**src/rtl/hiprio_pkg.sv**
```systemverilog
// Package hiprio_pkg
// Holds the shared defaults and width arithmetic for the highest-index
// request encoder. It assumes at least one request line.
package hiprio_pkg;

    localparam int HP_DEF_REQ = 4;

    // Width of a code that can name any of n request lines.
    function automatic int hp_code_w(input int n);
        return (n > 1) ? $clog2(n) : 1;
    endfunction

endpackage

```
**src/rtl/hiprio_scan.sv**
```systemverilog
// Module hiprio_scan
// Finds the highest-numbered active request and reports whether any line
// is active. Combinational. It assumes NUM_REQ >= 1, and CODE_W must hold
// NUM_REQ-1.
module hiprio_scan #(
    parameter int NUM_REQ = hiprio_pkg::HP_DEF_REQ,
    parameter int CODE_W  = hiprio_pkg::hp_code_w(NUM_REQ)
) (
    input  logic [NUM_REQ-1:0] req_i,
    output logic [CODE_W-1:0]  pos_o,
    output logic               any_o
);

    // Upward scan: a later (higher) hit overrides earlier ones.
    always_comb begin
        pos_o = '0;
        for (int i = 0; i < NUM_REQ; i++) begin
            if (req_i[i]) pos_o = CODE_W'(i);
        end
    end

    // Any-request detection for the idle flag.
    always_comb any_o = |req_i;

    // The reported position must point at an active line.
    always_comb begin
        if (any_o) begin
            assert_pos_is_active_R1: assert (req_i[pos_o]);
        end
    end

endmodule

```
**src/rtl/hiprio_gate.sv**
```systemverilog
// Module hiprio_gate
// Applies the enable to the scan result and forms the idle flag.
// Combinational. It assumes the scan inputs are settled.
module hiprio_gate #(
    parameter int CODE_W = 2
) (
    input  logic              en_i,
    input  logic [CODE_W-1:0] pos_i,
    input  logic              any_i,
    output logic [CODE_W-1:0] code_o,
    output logic              idle_o
);

    // Disabled: everything is zero. Enabled: pass the code and flag no-request.
    always_comb begin
        code_o = en_i ? pos_i : '0;
        idle_o = en_i & ~any_i;
    end

    // An idle indication never comes with a nonzero code.
    always_comb begin
        if (idle_o) begin
            assert_idle_code_zero_R3: assert (code_o == '0);
        end
    end

endmodule

```
**src/rtl/hiprio_outreg.sv**
```systemverilog
// Module hiprio_outreg
// Output register for the encoder result. It loads on every rising edge
// and clears under a synchronous active-low reset. It assumes clk runs freely.
module hiprio_outreg #(
    parameter int DW = 3
) (
    input  logic          clk,
    input  logic          rst_n,
    input  logic [DW-1:0] d_i,
    output logic [DW-1:0] q_o
);

    // Capture the combinational result, or clear it in reset.
    always_ff @(posedge clk) begin
        if (!rst_n) q_o <= '0;
        else        q_o <= d_i;
    end

    // One edge of latency from the data input to the output.
    assert_follow_input_R6: assert property (@(posedge clk) disable iff (!rst_n)
        rst_n |=> (q_o == $past(d_i)));

    // A reset edge leaves the output cleared.
    assert_reset_clears_R7: assert property (@(posedge clk)
        !rst_n |=> (q_o == '0));

endmodule

```
**src/rtl/hiprio_encoder.sv**
```systemverilog
// Module hiprio_encoder
// Top: a registered encoder that gives the highest active request, with an
// enable and an idle flag. It assumes a synchronous active-low reset.
module hiprio_encoder #(
    parameter int NUM_REQ = hiprio_pkg::HP_DEF_REQ,
    parameter int CODE_W  = hiprio_pkg::hp_code_w(NUM_REQ)
) (
    input  logic               clk,
    input  logic               rst_n,
    input  logic [NUM_REQ-1:0] req_i,
    input  logic               en_i,
    output logic [CODE_W-1:0]  code_o,
    output logic               idle_o
);

    localparam int OUT_W = CODE_W + 1;
    localparam logic [CODE_W-1:0] TOP_POS = CODE_W'(NUM_REQ - 1);

    logic [CODE_W-1:0] pos;
    logic              any_req;
    logic [CODE_W-1:0] code_d;
    logic              idle_d;
    logic [OUT_W-1:0]  out_q;

    hiprio_scan #(.NUM_REQ(NUM_REQ), .CODE_W(CODE_W)) u_scan (
        .req_i (req_i),
        .pos_o (pos),
        .any_o (any_req)
    );

    hiprio_gate #(.CODE_W(CODE_W)) u_gate (
        .en_i   (en_i),
        .pos_i  (pos),
        .any_i  (any_req),
        .code_o (code_d),
        .idle_o (idle_d)
    );

    hiprio_outreg #(.DW(OUT_W)) u_outreg (
        .clk   (clk),
        .rst_n (rst_n),
        .d_i   ({idle_d, code_d}),
        .q_o   (out_q)
    );

    // Split the registered word back into the code and the flag.
    always_comb begin
        code_o = out_q[CODE_W-1:0];
        idle_o = out_q[OUT_W-1];
    end

    // A low enable yields all zeros on the next edge.
    assert_disabled_zero_R5: assert property (@(posedge clk) disable iff (!rst_n)
        !en_i |=> (code_o == '0 && !idle_o));

    // Any active request while enabled clears the idle flag.
    assert_hit_not_idle_R4: assert property (@(posedge clk) disable iff (!rst_n)
        (en_i && |req_i) |=> !idle_o);

    // The top line wins over any other active line.
    assert_top_line_wins_R2: assert property (@(posedge clk) disable iff (!rst_n)
        (en_i && req_i[NUM_REQ-1]) |=> (code_o == TOP_POS));

    // No request while enabled raises the flag.
    assert_none_sets_idle_R3: assert property (@(posedge clk) disable iff (!rst_n)
        (en_i && !(|req_i)) |=> (idle_o && code_o == '0));

endmodule

```
**config.mk**
```make
export PLATFORM = sky130hd
export DESIGN_NAME = hiprio_encoder
export DESIGN_NICKNAME = d
export VERILOG_FILES = /design/src/rtl/hiprio_pkg.sv /design/src/rtl/hiprio_scan.sv /design/src/rtl/hiprio_gate.sv /design/src/rtl/hiprio_outreg.sv /design/src/rtl/hiprio_encoder.sv
export SDC_FILE = /design/constraint.sdc
export NUM_CORES = 1
export LEC_CHECK = 0
export ABC_CLOCK_PERIOD_IN_PS = 800
export BUFFER_PORTS_ARGS = -buffer_cell sky130_fd_sc_hd__buf_2
export CAP_MARGIN = 40
export CORE_AREA = 4 4 41 43
export CTS_CLUSTER_SIZE = 14
export DETAILED_ROUTE_END_ITERATION = 10
export DIE_AREA = 0 0 45 47
export GPL_TIMING_DRIVEN = 0
export PLACE_DENSITY = 0.3
export SLEW_MARGIN = 25
export SYNTH_ARGS = -nofsm -noshare
export SYNTH_HDL_FRONTEND = slang
export SYNTH_SLANG_ARGS = --single-unit
```
**constraint.sdc**
```tcl
create_clock -name clk -period 0.8 [get_ports clk]
set_input_delay 0.08 -clock clk [delete_from_list [all_inputs] [get_ports clk]]
set_output_delay 0.08 -clock clk [all_outputs]
set_load 0.005 [all_outputs]
```
==> impl_metrics.ini <==
[final_layout]
antenna_cells = 0
final_nets = 31
syn_to_final_growth_pct = 78.3
final_cell_mix = 9 x buf_2, 3 x clkbuf_4, 3 x dfxtp_1
multi_input_area_um2 = 51.3
layout.area.seq_um2 = 60.1
largest_registers = u_outreg.q_o: 3 flops
largest_reg_flops = 3
top_register = u_outreg.q_o
drive_above_1_share_pct = 65.2
fillCellCount = 152
layout_commonest_cell = buf_2
stdcell_area_um2 = 205

[synth]
synth_area_leaders = dfxtp_1 52%, nor4b_4 21%, nand2_2 5.4%, nand2b_1 5.4%, nor2_2 5.4%
synth_top_cell_by_area = dfxtp_1
yosys_warnings = 0
syn_area_per_cell_um2 = 11.5
netlist_area_um2 = 115
seq_area_frac_synth_pct = 52.2
postSynthCellCount = 10
ys_types = 8
yosysTopAreaCellShare_pct = 52.2
ys_seq_elements = 3
syn_nets = 17

[clock_network]
clock_sinks = 3
cts_hold_buf = 0
cts_tree = yes
cts_root_buffer = clkbuf_4
cts_setup_buffers = 0
cts-buffers-inserted = 3
path_clk_slew_ps = 40
ctsResizeCount = 0
clock_path_buffers = 2
cts-htree-levels = 1

[worst_setup_path]
crit_family = flip-flops
cp.depth = 1
critPathLaunchType = register
worstPathRequired_ps = 720
crit_chain = buf_2
cpPeakStageDelay_ps = 280
arrival_ps = 630
critical_path_class = register to output pin
critPathBufInv = 1
crit_end = code_o[0]
worst-path-max-fanout = 1
end_kind = output pin
crit_start = u_outreg.q_o[0]
crit_slowest_cell = dfxtp_1

[timing]
slew_headroom_pct = 88.7
tightest_slew_ps = 169
max_freq_ghz = 1.42
setup-tns-final_ps = 0
min_period_over_period_pct = 88.2
finalCriticalPeriod_ps = 705
rsz0062_at_grt = false
whs_ps = 44.4
setup_violations = 0
hold_viol_final = 0
finalWorstSetupSlack_ps = 94.6
slew_viol_final = 0

[global_routing]
antenna_found_initial = 0
grt_use_total_pct = 3.63
grt_start_max_net_pins = 4
grt_pass1_vias = 123
grt_pass1_wl_um = 434
grt_overflow_total = 0

[die]
pin_count = 10
die_w_um = 45
rows = 13
start_util_pct = 8.85
core_um2 = 1300
die-area_um2 = 2120
die-height_um = 47

[drt]
wire_per_inst_um = 6.53
vias = 102
drc = 0
totalWireLength_um = 248
avgViaCountPerCell = 2.68
antenna_left = 0
drtPass1Iterations = 2
dr.first_iter.drc_count = 2

[power_and_ir_drop]
ir_drop_v = 0.000557
power.density_nw_per_um2 = 2230
p_leak_nw = 0.101

[placed_design]
gp_congestion = 0.581
post-place-ws_ps = 212
port_buffers = 9
place_area_um2 = 179

[hold_path]
hold_class = primary input to register

[outcome]
status = completed

[job]
drv_cap = 0
per-stage QoR:
stage	total power [W]	std cells	util, %
finish	0.000458	38	15.8
global route	0.000504	38	15.8
CTS	0.000478	38	15.8
detailed placement	0.000202	34	13.8
global placement	0.000201	34	13.8
floorplan	0.000175	10	-
cell type report:
class / count / share of cell area, %
repair buffers: 9 / 22.0
flip-flops and latches: 3 / 29.3
inverters: 1 / 1.83
well taps: 15 / 9.15
clock buffers: 4 / 12.8
multi-input cells: 6 / 25.0
worst min-delay path by stage:
| stage | start | end | cells past startpoint |
|---|---|---|---|
| final | req_i[0] | u_outreg.q_o[2] | 2 |
| after global routing | req_i[0] | u_outreg.q_o[2] | 2 |
| after CTS | req_i[0] | u_outreg.q_o[2] | 2 |
| after detailed placement | req_i[0] | u_outreg.q_o[2] | 2 |
| after global placement | req_i[0] | u_outreg.q_o[2] | 2 |
| after floorplan | req_i[1] | u_outreg.q_o[2] | 1 |
power breakdown:
part / total (W) / switching (W) / internal, W
logic: 0.0000415 / 0.0000195 / 0.0000220
registers: 0.000157 / 0.000000855 / 0.000156
clock network: 0.000260 / 0.0000730 / 0.000187
total: 0.000458 / 0.0000933 / 0.000365
cell usage after synthesis:
| master | number |
|---|---|
| nor4b_4 | 1 |
| nand2b_1 | 1 |
| dfxtp_1 | 3 |
| nand2_2 | 1 |
| a21oi_1 | 1 |
| inv_1 | 1 |
| nor2_1 | 1 |
| nor2_2 | 1 |
metal layers:
layer  wire [µm]  track usage, %  vias to the layer above
met2         105            3.67                        7
met4           0            7.02                        0
met1         109            3.17                       37
met5           0               0                        -
li1            -               -                       58
met3          32            2.68                        0
kinds of logic after synthesis:
kind of cell	synth area share, %
compound gates	4.34
buf+inv	3.26
flops	52.2
simple gates	40.2
No activity file was read; power rests on OpenSTA's default activity.
